**config.mk**
```make
export PLATFORM = sky130hd
export DESIGN_NAME = seg_select_cell
export DESIGN_NICKNAME = d
export VERILOG_FILES = /design/src/rtl/seg_sel_pkg.sv /design/src/rtl/ssc_tdr_bit.sv /design/src/rtl/ssc_gate.sv /design/src/rtl/ssc_path_mux.sv /design/src/rtl/seg_select_cell.sv
export SDC_FILE = /design/constraint.sdc
export NUM_CORES = 1
export LEC_CHECK = 0
export BUFFER_PORTS_ARGS = -buffer_cell sky130_fd_sc_hd__buf_2
export CORE_AREA = 3 3 40 42
export DETAILED_ROUTE_END_ITERATION = 6
export DIE_AREA = 0 0 43 45
export SLEW_MARGIN = 5
export SYNTH_ARGS = -nofsm -noshare
export SYNTH_HDL_FRONTEND = slang
export SYNTH_SLANG_ARGS = --single-unit
```
**constraint.sdc**
```tcl
create_clock -name tck -period 1.4 [get_ports tck]
set_clock_uncertainty 0.2 [all_clocks]
set_input_delay 0.28 -clock tck [delete_from_list [all_inputs] [get_ports tck]]
set_output_delay 0.28 -clock tck [all_outputs]
set_load 0.1 [all_outputs]
```
**src/rtl/seg_sel_pkg.sv**
```systemverilog
package seg_sel_pkg;
  typedef struct packed {
    logic cap;
    logic shift;
    logic upd;
  } tdr_ctl_t;

  localparam tdr_ctl_t CTL_IDLE = '{cap: 1'b0, shift: 1'b0, upd: 1'b0};
endpackage

```
**src/rtl/ssc_tdr_bit.sv**
```systemverilog
module ssc_tdr_bit
  import seg_sel_pkg::*;
#(
  parameter bit CH_RST_OPT = 1'b1
) (
  input  logic     clk,
  input  logic     rst_n,
  input  logic     ch_rst,
  input  logic     si,
  input  logic     cap_data,
  input  tdr_ctl_t ctl,
  output logic     so,
  output logic     upd_q
);
  logic sh_q, sh_d, up_d;
  logic ch_clr;
  logic ok_q;

  assign ch_clr = CH_RST_OPT && ch_rst;

  always_comb begin
    sh_d = sh_q;
    if (ctl.cap)        sh_d = cap_data;
    else if (ctl.shift) sh_d = si;
  end

  always_comb begin
    up_d = upd_q;
    if (ch_clr)       up_d = 1'b0;
    else if (ctl.upd) up_d = sh_q;
  end

  always_ff @(posedge clk or negedge rst_n) begin
    if (!rst_n) begin
      sh_q  <= 1'b0;
      upd_q <= 1'b0;
      ok_q  <= 1'b0;
    end else begin
      sh_q  <= sh_d;
      upd_q <= up_d;
      ok_q  <= 1'b1;
    end
  end

  assign so = sh_q;

  // the capture result reflects the status sampled at that edge
  p_capture_ready_r3: assert property (@(posedge clk) disable iff (!rst_n)
    ok_q && $past(ctl.cap) |-> so == $past(cap_data));
  // select changes only after an update or a clamp-hold reset
  p_sel_hold_r4: assert property (@(posedge clk) disable iff (!rst_n)
    ok_q && !$stable(upd_q) |-> $past(ctl.upd || ch_clr));
  // a shift edge moves the scan input into the cell
  p_shift_r2: assert property (@(posedge clk) disable iff (!rst_n)
    ok_q && $past(ctl.shift && !ctl.cap) |-> so == $past(si));
endmodule

```
**src/rtl/ssc_gate.sv**
```systemverilog
module ssc_gate
  import seg_sel_pkg::*;
(
  input  logic     clk,
  input  logic     rst_n,
  input  logic     sel,
  input  logic     ready,
  input  tdr_ctl_t ctl_in,
  output logic     insert,
  output tdr_ctl_t ctl_out,
  output logic     mismatch
);
  logic rdy_q;

  always_ff @(posedge clk or negedge rst_n) begin
    if (!rst_n) rdy_q <= 1'b0;
    else        rdy_q <= ready;
  end

  always_comb begin
    insert   = sel & rdy_q;
    mismatch = sel & ~rdy_q;
    ctl_out  = CTL_IDLE;
    if (insert) ctl_out = ctl_in;
  end

  // a bypassed segment never sees an active enable
  p_gate_off_r6: assert property (@(posedge clk) disable iff (!rst_n)
    !insert |-> ctl_out == CTL_IDLE);
  // the diagnostic flag and insertion are exclusive
  p_flag_excl_r8: assert property (@(posedge clk) disable iff (!rst_n)
    !(mismatch && insert));
endmodule

```
**src/rtl/ssc_path_mux.sv**
```systemverilog
module ssc_path_mux #(
  parameter int W = 1
) (
  input  logic         insert,
  input  logic [W-1:0] bypass_d,
  input  logic [W-1:0] seg_d,
  output logic [W-1:0] out_d
);
  always_comb out_d = insert ? seg_d : bypass_d;
endmodule

```
**src/rtl/seg_select_cell.sv**
```systemverilog
module seg_select_cell
  import seg_sel_pkg::*;
#(
  parameter bit CH_RST_OPT  = 1'b1,
  parameter bit PWR_CTRL_EN = 1'b1
) (
  input  logic tck,
  input  logic trst_n,
  input  logic ch_rst,
  input  logic si,
  input  logic cap_en,
  input  logic shift_en,
  input  logic upd_en,
  input  logic seg_ready,
  input  logic seg_so,
  output logic so,
  output logic sel_q,
  output logic insert,
  output logic chain_out,
  output logic seg_cap,
  output logic seg_shift,
  output logic seg_upd,
  output logic not_ready,
  output logic pwr_req
);
  tdr_ctl_t ctl, gctl;
  logic     ok_q;

  assign ctl = '{cap: cap_en, shift: shift_en, upd: upd_en};

  ssc_tdr_bit #(.CH_RST_OPT(CH_RST_OPT)) u_bit (
    .clk(tck), .rst_n(trst_n), .ch_rst(ch_rst), .si(si),
    .cap_data(seg_ready), .ctl(ctl), .so(so), .upd_q(sel_q)
  );

  ssc_gate u_gate (
    .clk(tck), .rst_n(trst_n), .sel(sel_q), .ready(seg_ready),
    .ctl_in(ctl), .insert(insert), .ctl_out(gctl), .mismatch(not_ready)
  );

  ssc_path_mux #(.W(1)) u_mux (
    .insert(insert), .bypass_d(so), .seg_d(seg_so), .out_d(chain_out)
  );

  assign seg_cap   = gctl.cap;
  assign seg_shift = gctl.shift;
  assign seg_upd   = gctl.upd;

  generate
    if (PWR_CTRL_EN) begin : g_pwr
      assign pwr_req = sel_q;
    end else begin : g_nopwr
      assign pwr_req = 1'b0;
    end
  endgenerate

  always_ff @(posedge tck or negedge trst_n) begin
    if (!trst_n) ok_q <= 1'b0;
    else         ok_q <= 1'b1;
  end

  // a domain seen not ready at an edge forces the bypass path
  p_notready_bypass_r7: assert property (@(posedge tck) disable iff (!trst_n)
    ok_q && !$past(seg_ready) |-> chain_out == so);
  generate
    if (CH_RST_OPT) begin : g_chk
      // clamp-hold reset leaves the cell deselected
      p_chrst_clear_r9: assert property (@(posedge tck) disable iff (!trst_n)
        ok_q && $past(ch_rst) |-> !sel_q && !insert);
    end
  endgenerate
endmodule

```
== Yosys cells after proc, flatten, opt, wreduce, memory -nomap -nowiden ==
Cells that the tools add are included.

* Register bits after elaboration: 3
* Input port bits: 9
* Output and inout port bits: 9
* Logic and storage cells: 14

* Mux-type cells: 6
* Bitwise logic cells: 3
* Reductions and logical operators: 2

{| class="wikitable"
|+ Operators with widths
! kind !! count
|-
| 2-to-1 mux 1 bit || 5
|-
| nonzero test 2 bit || 2
|-
| 2-to-1 mux 3 bit || 1
|-
| bitwise AND 1 bit || 2
|-
| NOT 1 bit || 1
|}

== Longest topological paths before layout ==
Gate-level depths: netlist (run 1).

* Depth in word-level cells: 2
* Mapped depth: 2
* Depth with buffers taken out: 2

== Cells and area by module ==
A second synthesis (run 1) with hierarchy kept.

* Cells, all modules: 15
* Area total of the unflattened synthesis: 161.4 µm²

{| class="wikitable"
|+ By module, submodules not included
! module !! times used !! cells an instance !! area an instance (µm²) !! seq. area each (µm²)
|-
| ssc_tdr_bit || 1 || 7 || 82.6 || 50.0
|-
| ssc_gate || 1 || 6 || 56.3 || 25.0
|-
| ssc_path_mux || 1 || 1 || 15.0 || 0.0
|-
| seg_select_cell || 1 || 1 || 7.5 || 0.0
|}

== Worst setup path after synthesis (run 1) ==
OpenSTA, ideal clock, no wires.

* Path kind: register -> output
* From: register u_bit.upd_q
* To: output port chain_out
* Arrival time: 1942 ps
* Required time: 920 ps
* Setup slack: -1022 ps
* Stages on the path, launching flop included: 3
* Path buffers: 0
* Path through: dfrtp_1 -> and2_4 -> mux2_4

* Cells in the longest elaborated chain, start to end: 2

{| class="wikitable"
|+ RTL lines
! item !! RTL line !! text
|-
| start: declaration || ssc_tdr_bit.sv:13 || <nowiki>output logic upd_q</nowiki>
|-
| start signal: assignment || ssc_tdr_bit.sv:40 || <nowiki>upd_q <= up_d;</nowiki>
|-
| bitwise AND 1 bit || ssc_gate.sv:21 || <nowiki>insert = sel & rdy_q;</nowiki>
|-
| net insert || seg_select_cell.sv:18 || <nowiki>output logic insert,</nowiki>
|-
| 2-to-1 mux 1 bit || ssc_path_mux.sv:9 || <nowiki>always_comb out_d = insert ? seg_d : bypass_d;</nowiki>
|-
| end: declaration || seg_select_cell.sv:19 || <nowiki>output logic chain_out,</nowiki>
|}

The timed path passes the listed nets, and every way through them passes these cells.

== Worst setup path in the final report (run 1) ==
* From: register u_bit.upd_q
* To: output port chain_out

* Cells in the longest elaborated chain, start to end: 2

{| class="wikitable"
|+ RTL lines
! item !! RTL line
|-
| bitwise AND 1 bit || ssc_gate.sv:21
|-
| 2-to-1 mux 1 bit || ssc_path_mux.sv:9
|}

Every way passes these cells.

==> summary.txt, run 1 <==
Timing
  – Slew Limit Fails: 0
  – Peak Freq: 0.559 GHz
  – Unrepaired setup endpoints after global routing: yes
  – Setup total negative slack: -2190 ps
  – Setup ws final: -387 ps
  – Finish-stage setup viols: 8
  – Min cycle time layout: 1790 ps
  – Slew @ Worst Pin: 149 ps
  – Final Hold Vio Count: 0
  – Final period utilization: 1.28
  – Max_slew headroom: 0.898
  – Final Hold Slack: 73.0 ps

Logic synthesis
  – Fraction of synthesized area in multiplexers: 0.206
  – Mapped Area: 170 µm²
  – Post-synthesis compound-gate area fraction: 0.0294
  – Avg Inst Size Synth: 11.3 µm²
  – Xor-xnor portion of the synthesized cell area: 0
  – Yosys warns: 0
  – Largest family of logic cells by synthesized area: simple AND/OR/NAND/NOR gates
  – Yosys reg bits: 3
  – Unique masters post-synth: 10
  – Post-Synth Adder-Cell Area: 0
  – Synthesized-area fraction occupied by and/or/nand/nor cells: 0.279
  – Syn_nets: 24
  – Synthesized instance count: 15
  – Post-synthesis sequential area ratio: 0.441

Detailed routing
  – DR iter-0 viols: 3
  – Drt pass-1 iters: 2
  – Vias: 225
  – Vias per cell: 3.81
  – Final WL: 590 µm
  – Drt drc: 0
  – Wirelength per Cell: 10.0 µm
  – Final ANT Viol Nets: 0

Setup path
  – CP Cell Sequence: and2_4 > mux2_4 > buf_12
  – Slowest-stage cell, CP: dfrtp_4
  – Critical Path AT: 1310 ps
  – Req. time, crit path: 920 ps
  – Slowest stage delay, CP: 460 ps
  – CP top delay family: flip-flops
  – Critical path class: reg2out
  – Worst-path fanout max: 2
  – CP Capture Type: primary output
  – Worst setup SP type: flip-flop
  – Critical path buffers and inverters: 1

Global route
  – Largest net degree at the start of global routing: 8
  – Total GRT Usage: 0.0709
  – First-pass GRT wire length: 952 µm
  – Global route total overflow: 0
  – Initial antenna violation count: 0
  – Number of global-route vias before repair: 228

Clocking
  – Clk sinks: 3
  – CTS tree: built
  – Worst-path clk slew: 40 ps
  – CTS Buffer Depth: 2
  – Clk Latency, worst-skew pair: 230 ps
  – Inserted Clock Buffers: 3
  – CTS H-tree lvls: 1
  – Root Driver: clkbuf_4

Finish
  – Commonest cells after routing, fill and taps aside: buf_12, buf_2, buf_4
  – Commonest non-fill, non-tap cell in the layout: buf_12
  – Area grow syn2layout: 203%
  – Multi-input logic area: 87.6 µm²
  – Final net count: 54
  – Share of cells above drive strength 1: 0.773
  – Fill cell count: 127
  – Antenna cells: 0
  – Register Area: 80.1 µm²

Power
  – Leak: 0.000253 µW
  – Worst vdd ir: 0.000368 V
  – Post-route total power: 484 µW
  – Pwr dens: 939 mW/mm²

Hold path
  – Worst min-delay path class: in2reg

Outcome
  – Outcome: complete, but fails checks
  – Failing checks: setup timing

Die
  – Initial core utilization: 0.132
  – Num rows: 13
  – Die area: 0.00194 mm²
  – Core Area: 0.00128 mm²
  – I/O pin count: 18
  – Chip height: 45 µm
  – Die W: 43 µm

Place
  – Port buffer count: 17
  – Pre-CTS setup slack: -166 ps
  – Detailed Place HPWL: 457 µm
  – Gpl congestion: 0.684

Run
  – Max Cap Viol: 0
==> per-stage QoR <==
| step | std cells | util | area [µm²] |
|---|---|---|---|
| after floorplan | 15 | - | 175 |
| after global placement | 50 | 0.340 | 437 |
| after detailed placement | 50 | 0.340 | 437 |
| after CTS | 59 | 0.401 | 515 |
| after global routing | 59 | 0.401 | 515 |
| final | 59 | 0.401 | 515 |
==> power by group <==
group          total (µW)  internal [µW]  switching (µW)
Sequential           98.5           94.9            3.65
Clock                 152            107            45.4
Combinational         233           95.1             138
==> timing repair <==
| action | 4_1_cts | 5_1_grt |
|---|---|---|
| resized for setup | 2 | 0 |
| hold buffers | 3 | 0 |
| endpoints found under the hold margin | 5 | 0 |
| pin swaps | 1 | 0 |
| setup buffers | 2 | 0 |
| endpoints found under the setup margin | 9 | 9 |
==> Yosys cell counts <==
cell type  count  area [µm²]
nor2_1         1        3.75
buf_4          1        7.51
mux2i_1        2        20.0
mux2_4         1        15.0
o21ai_0        1        5.00
and2_4         1        8.76
and2b_2        1        8.76
and3_2         3        22.5
dfrtp_1        3        75.1
nand2_1        1        3.75
==> cell type report <==
| type | instances | area share |
|---|---|---|
| timing repair buffer | 26 | 0.587 |
| sequential | 3 | 0.155 |
| clock buffer | 4 | 0.0510 |
| multi-input combinational | 11 | 0.170 |
| tap | 15 | 0.0364 |
==> sequential cells by signal (all words and copies together) (netlist names) <==
name	cells
u_bit.so	1
u_bit.upd_q	1
u_gate.rdy_q	1
==> metal layers <==
| layer | routed length (µm) | up-vias | track usage |
|---|---|---|---|
| li1 | - | 109 | - |
| met1 | 239 | 96 | 0.0775 |
| met2 | 249 | 20 | 0.108 |
| met3 | 101 | 0 | 0.0319 |
| met4 | 0 | 0 | 0.0542 |
| met5 | 0 | - | 0 |
==> path summary, 6_finish.rpt <==
path	from	endpoint	slack, ps	cells past startpoint
worst min-delay path	cap_en	u_bit.so	70	2
worst max register to register	u_bit.so	u_bit.so	240	4
worst max-delay path	u_bit.upd_q	chain_out	-390	3
worst min register to register	u_bit.so	u_bit.upd_q	540	4
min in group asynchronous	trst_n	u_bit.upd_q	180	2
max in group asynchronous	trst_n	u_bit.upd_q	690	2
==> cells by family (layout without fill, tap and decap cells) <==
group	after synthesis	in the layout
AND/OR/NAND/NOR	7	7
multiplexers	3	3
flip-flops	3	3
AO/OA/AOI/OAI	1	1
buffers and inverters	1	30
(Power assumes the default switching activity.)
==> inputs of run 2 (changes only) <==
--- a/config.mk
+++ b/config.mk
@@ -5,6 +5,7 @@
 export SDC_FILE = /design/constraint.sdc
 export NUM_CORES = 1
 export LEC_CHECK = 0
+export ABC_AREA = 1
 export BUFFER_PORTS_ARGS = -buffer_cell sky130_fd_sc_hd__buf_2
 export CORE_AREA = 3 3 40 42
 export DETAILED_ROUTE_END_ITERATION = 6
==> run 2 against run 1 <==
The run still ends with setup timing left; sequential share of layout area down 1.6 points; hold slack worse by 11 ps; setup slack better by 130 ps; global-route usage shrank 0.58 points; first-iteration DRC count shrank 67%; area after synthesis up 8.8%; critical path depth grew 1; clock power about the same; cell count increased by 19%; fmax rose by 7.7%; register-to-register slack hardly changed; core utilization up 5.5 points; critical endpoint unchanged.
==> summary.txt, run 2 <==
Outcome
  – Outcome: complete, but fails checks
  – Failing checks: setup timing

Logic synthesis
  – Yosys warns: 0 (unchanged)
  – Syn_nets: 35 (+46%)
  – Synthesized instance count: 26 (+11)
  – Commonest cells post-synth: nor2_1, inv_1, nand2_1
  – Top post-synthesis cells by area: dfrtp_1, nor2_1, inv_1, nand2_1, nand2_2
  – Yosys reg bits: 3 (unchanged)
  – Synth Flop Type: dfrtp_1
  – Post-synth top area cell: dfrtp_1
  – Mapped Area: 185 µm² (+8.8%)
  – Top-count cell post-synth: nor2_1
  – Avg Inst Size Synth: 7.12 µm² (-37%)
  – Post-synthesis sequential area ratio: 0.405 (-0.0358)
  – Post-synth EDFFs: 0 (unchanged)
  – Async SR Flop Fraction: 1.00 (unchanged)
  – Unique masters post-synth: 11 (+1)
  – Area fraction of the dominant cell type after synthesis: 0.405 (-0.0358)

Global route
  – First-pass GRT wire length: 862 µm (-9.5%)
  – Global route total overflow: 0 (unchanged)
  – Largest net degree at the start of global routing: 5 (-3)
  – Total GRT Usage: 0.0651 (-0.00578)
  – Initial antenna violation count: 0 (unchanged)
  – Number of global-route vias before repair: 223 (-2.2%)

Timing
  – Setup ws final: -260 ps (+127 ps)
  – Unrepaired setup endpoints after global routing: yes
  – Slew @ Worst Pin: 129 ps (-20.2 ps)
  – Max_slew headroom: 0.914 (+0.0160)
  – Finish-stage setup viols: 8 (unchanged)
  – Slew Limit Fails: 0 (unchanged)
  – Final Hold Slack: 62.0 ps (-11.1 ps)
  – Min cycle time layout: 1660 ps (-127 ps)
  – Final period utilization: 1.19 (-0.0908)
  – Setup total negative slack: -1750 ps (+439 ps)
  – Peak Freq: 0.602 GHz (+7.7%)
  – Final Hold Vio Count: 0 (unchanged)

Clocking
  – CTS Buffer Depth: 2 (unchanged)
  – Clk sinks: 3 (unchanged)
  – CTS tree: built
  – Worst-path clk slew: 40 ps (about the same)
  – CTS H-tree lvls: 1 (unchanged)
  – Root Driver: clkbuf_4
  – Inserted Clock Buffers: 3 (unchanged)
  – Clk Latency, worst-skew pair: 230 ps (about the same)

Detailed routing
  – Drt pass-1 iters: 4 (+2)
  – Vias: 253 (+12%)
  – DR iter-0 viols: 1 (-2)
  – Vias per cell: 3.61 (-5.2%)
  – Final ANT Viol Nets: 0 (unchanged)
  – Drt drc: 0 (unchanged)
  – Wirelength per Cell: 7.63 µm (-24%)
  – Final WL: 534 µm (-9.5%)

Place
  – Placed Cells incl. Taps: 61 (+22%)
  – Port buffer count: 17 (unchanged)
  – Gpl congestion: 0.628 (-8.2%)
  – Detailed Place HPWL: 476 µm (+4.2%)
  – Pre-CTS setup slack: -74.4 ps (+91.4 ps)

Setup path
  – Slowest-stage cell, CP: dfrtp_4
  – CP top delay family: flip-flops
  – Slowest stage delay, CP: 490 ps (+30 ps)
  – Worst setup SP type: flip-flop
  – Critical Path AT: 1180 ps (-130 ps)
  – CP Capture Type: primary output
  – CP Cell Sequence: nand2_8 > inv_12 > o21ai_4 > buf_12
  – Req. time, crit path: 920 ps (about the same)
  – Worst-path fanout max: 4 (+2)
  – Critical path buffers and inverters: 2 (+1)
  – Critical path class: reg2out

Die
  – Initial core utilization: 0.144 (+0.0117)
  – Core Area: 0.00128 mm² (unchanged)
  – Die area: 0.00194 mm² (unchanged)
  – Num rows: 13 (unchanged)
  – Die W: 43 µm (unchanged)
  – Chip height: 45 µm (unchanged)
  – I/O pin count: 18 (unchanged)

Finish
  – Share of cells above drive strength 1: 0.727 (-0.0455)
  – Fin util: 0.456 (+0.0545)
  – Commonest non-fill, non-tap cell in the layout: buf_12
  – Area grow syn2layout: 216%
  – Final net count: 65 (+20%)
  – Antenna cells: 0 (unchanged)
  – Commonest cells after routing, fill and taps aside: buf_12, buf_2, buf_4
  – Non-filler cells, final: 70 (+19%)

Power
  – Leak: 0.000271 µW (+7.0%)
  – Worst vdd ir: 0.000373 V (+1.5%)
  – Pwr dens: 897 mW/mm² (-4.5%)

Run
  – Max Cap Viol: 0 (unchanged)

Hold path
  – Worst min-delay path class: in2reg
[run 2: cell count changes after synthesis, sizes merged, moves of 2 or more]
| cell | delta |
|---|---|
| nand2 | +5 |
| mux2i | -2 |
| inv | +7 |
| and3 | -3 |
| nor2 | +5 |
[run 2: stage by stage]
step / total power (µW) / instance area (µm²)
finish: 525 / 586
floorplan: 267 / 251
detailed placement: 366 / 513
CTS: 538 / 586
global placement: 365 / 513
global route: 545 / 586
[run 2: tightest hold or removal path, cell delays in order]
cell,delay [ps]
buf_2,80
nand2_1,40
nand2_1,50
[run 2: cells by family after synthesis]
group,count (synthesis),synth area share
flops,3,0.405
compound gates,1,0.0473
buf+inv,8,0.196
simple gates,14,0.351
[run 2: final timing paths]
path	slack (ps)	cells past startpoint	to	startpoint
max	-260	4	chain_out	u_bit.upd_q
min	60	3	u_bit.so	cap_en
max reg2reg	250	3	u_bit.upd_q	u_bit.upd_q
min reg2reg	410	2	u_bit.upd_q	u_bit.so
max in group asynchronous	710	2	u_bit.upd_q	trst_n
min in group asynchronous	170	2	u_bit.upd_q	trst_n
[run 2: power breakdown]
part / leakage (µW) / switching [µW] / internal (µW)
Combinational: 0.000223 / 166 / 101
Sequential: 0.0000330 / 9.97 / 95.7
Clock: 0.0000150 / 45.1 / 107
[run 2: layout make-up]
class                   instances  area (µm²)
fillers                       127         699
repair buffers                 26         295
multi-input cells              15         125
flip-flops and latches          3        81.3
inverters                       7        38.8
clock buffers                   4        26.3
well taps                      15        18.8
[run 2: timing repair]
item                                    in CTS  in global routing
buffers inserted                             2                  0
hold buffers                                 3                  0
endpoints found under the setup margin       8                  8
gates cloned                                 0                  0
pin swaps                                    4                  0
hold endpoints to repair                     5                  0
gates resized for setup                      2                  0
[run 2: routing by layer]
layer	part of all wire	up-vias	track usage
li1	-	131	-
met1	0.30	113	0.0534
met2	0.60	9	0.102
met3	0.097	0	0.0398
met4	0	0	0.0723
met5	0	-	0
==> inputs of run 3 (changes only) <==
--- a/config.mk
+++ b/config.mk
@@ -7,9 +7,9 @@
 export LEC_CHECK = 0
 export ABC_AREA = 1
 export BUFFER_PORTS_ARGS = -buffer_cell sky130_fd_sc_hd__buf_2
-export CORE_AREA = 3 3 40 42
+export CORE_AREA = 2 2 39 41
 export DETAILED_ROUTE_END_ITERATION = 6
-export DIE_AREA = 0 0 43 45
+export DIE_AREA = 0 0 41 43
 export SLEW_MARGIN = 5
 export SYNTH_ARGS = -nofsm -noshare
 export SYNTH_HDL_FRONTEND = slang
==> run 3 against run 2 <==
The run still ends with setup timing left; die area is 8.9% lower; sequential cell count stayed put; setup slack worse by 20 ps; power is 0.93% higher; routed wire length is 15% higher; via count is 6.3% higher; combinational power hardly changed; clock-buffer cell count stayed put; cell count is 1.4% higher; core utilization is 3.2 points lower; largest cell class unchanged.
==> summary.txt, run 3 (synthesis gave the netlist of run 2 again) <==
Detailed routing
  – Final ANT Viol Nets: 0 (unchanged)
  – Vias: 269 (+6.3%)
  – Final WL: 613 µm (+15%)
  – DR iter-0 viols: 1 (unchanged)
  – Drt pass-1 iters: 2 (-2)
  – Drt drc: 0 (unchanged)
  – Vias per cell: 3.79 (+4.8%)
  – Wirelength per Cell: 8.63 µm (+13%)

Finish
  – Commonest non-fill, non-tap cell in the layout: buf_12
  – Share of cells above drive strength 1: 0.727 (unchanged)
  – Antenna cells: 0 (unchanged)
  – Commonest cells after routing, fill and taps aside: buf_12, buf_2, buf_4
  – Area grow syn2layout: 217%
  – Fin util: 0.424 (-0.0316)
  – Register Area: 81.3 µm² (unchanged)
  – Final net count: 65 (unchanged)
  – Fill cell count: 137 (+7.9%)
  – Final Instance Area: 587 µm² (+0.21%)
  – Multi-input logic area: 125 µm² (unchanged)

Place
  – Port buffer count: 17 (unchanged)
  – Gpl congestion: 0.688 (+9.5%)
  – DP Area: 514 µm² (+0.24%)

Clocking
  – CTS H-tree lvls: 1 (unchanged)
  – Worst-path clk slew: 40 ps (about the same)
  – CTS Buffer Depth: 2 (unchanged)
  – Inserted Clock Buffers: 3 (unchanged)
  – Clk Latency, worst-skew pair: 230 ps (about the same)
  – Root Driver: clkbuf_4
  – CTS tree: built
  – Clk sinks: 3 (unchanged)

Timing
  – Slew Limit Fails: 0 (unchanged)
  – Final Hold Vio Count: 0 (unchanged)
  – Max_slew headroom: 0.898 (-0.0154)
  – Peak Freq: 0.595 GHz (-1.2%)
  – Setup ws final: -280 ps (-19.6 ps)
  – Slew @ Worst Pin: 152 ps (+22.8 ps)
  – Unrepaired setup endpoints after global routing: yes
  – Final period utilization: 1.20 (+0.0140)
  – Finish-stage setup viols: 8 (unchanged)
  – Min cycle time layout: 1680 ps (+19.6 ps)

Die
  – Core Area: 0.00138 mm² (+7.7%)
  – I/O pin count: 18 (unchanged)
  – Num rows: 14 (+1)
  – Initial core utilization: 0.134 (-0.0103)
  – Die area: 0.00176 mm² (-8.9%)
  – Chip height: 43 µm (-4.4%)
  – Die W: 41 µm (-4.7%)

Global route
  – GR Util met2: 0.163 (+0.0607)
  – GR Util met1: 0.0769 (+0.0235)
  – First-pass GRT wire length: 1.04 mm (+21%)
  – Number of global-route vias before repair: 286 (+28%)
  – GR peak layer: met2
  – Global route total overflow: 0 (unchanged)
  – Initial antenna violation count: 0 (unchanged)
  – Total GRT Usage: 0.0973 (+0.0322)
  – Largest net degree at the start of global routing: 5 (unchanged)
  – Met3 usage: 0.0314 (-0.00843)

Setup path
  – CP Cell Sequence: nand2_8 > inv_12 > o21ai_4 > buf_12
  – Critical path class: reg2out
  – Req. time, crit path: 920 ps (about the same)
  – Worst-path fanout max: 4 (unchanged)
  – Slowest stage delay, CP: 500 ps (about the same)
  – Worst setup SP type: flip-flop
  – CP Capture Type: primary output
  – Critical Path AT: 1200 ps (+20 ps)
  – Slowest-stage cell, CP: dfrtp_4

Outcome
  – Failing checks: setup timing
  – Outcome: complete, but fails checks

Run
  – Max Cap Viol: 0 (unchanged)

Hold path
  – Worst min-delay path class: in2reg

Power
  – Leak: 0.000271 µW (unchanged)
  – Pwr dens: 904 mW/mm² (+0.72%)
  – Worst vdd ir: 0.000448 V (+20%)
## run 3: power breakdown
group	internal, µW	switching (µW)	leakage [µW]
Clock	107	48.0	0.0000150
Sequential	95.7	10.6	0.0000330
Combinational	101	167	0.000223
Total	304	226	0.000271
## run 3: layout make-up
| type | instances | area share |
|---|---|---|
| Clock buffer | 4 | 0.0448 |
| Tap cell | 16 | 0.0341 |
| Inverter | 7 | 0.0661 |
| Multi-Input combinational cell | 15 | 0.213 |
| Timing Repair Buffer | 26 | 0.503 |
| Sequential cell | 3 | 0.139 |
## run 3: final timing paths
kind,slack (ps),from,depth (start not counted),to
max,-280,u_bit.upd_q,4,chain_out
min,60,cap_en,3,u_bit.so
max reg2reg,230,u_bit.upd_q,3,u_bit.upd_q
min reg2reg,440,u_bit.so,2,u_bit.upd_q
max in group asynchronous,710,trst_n,2,u_bit.upd_q
min in group asynchronous,170,trst_n,2,u_bit.upd_q
## run 3: critical path: cells and delay by family, from the launching register on
kind / cells / cell delay (ps)
buffers and inverters: 2 / 220
flip-flops: 1 / 500
AND/OR/NAND/NOR: 1 / 100
AO/OA/AOI/OAI: 1 / 140
## run 3: through the flow
step	power, µW	instances	TNS [ps]	hold slack, ps	setup WS, ps
6_report	530	71	-1830	62.0	-280
5_1_grt	561	71	-2090	71.5	-317
2_1_floorplan	267	26	-2030	-216	-551
3_3_place_gp	365	62	-137	-125	-62.6
4_1_cts	541	71	-1970	57.5	-298
3_5_place_dp	368	62	-217	-121	-90.8
## run 3: routing by layer
metal / share of wire / vias to the layer above
met2: 0.62 / 11
met5: 0 / -
met4: 0.026 / 0
met1: 0.29 / 125
met3: 0.060 / 2
li1: - / 131
## run 3: repair_timing
item / 4_1_cts / 5_1_grt
setup buffers: 2 / 0
hold buffers: 3 / 0
hold endpoints to repair: 5 / 0
endpoints found under the setup margin: 8 / 8
gates resized for setup: 2 / 0
pin swaps: 4 / 0
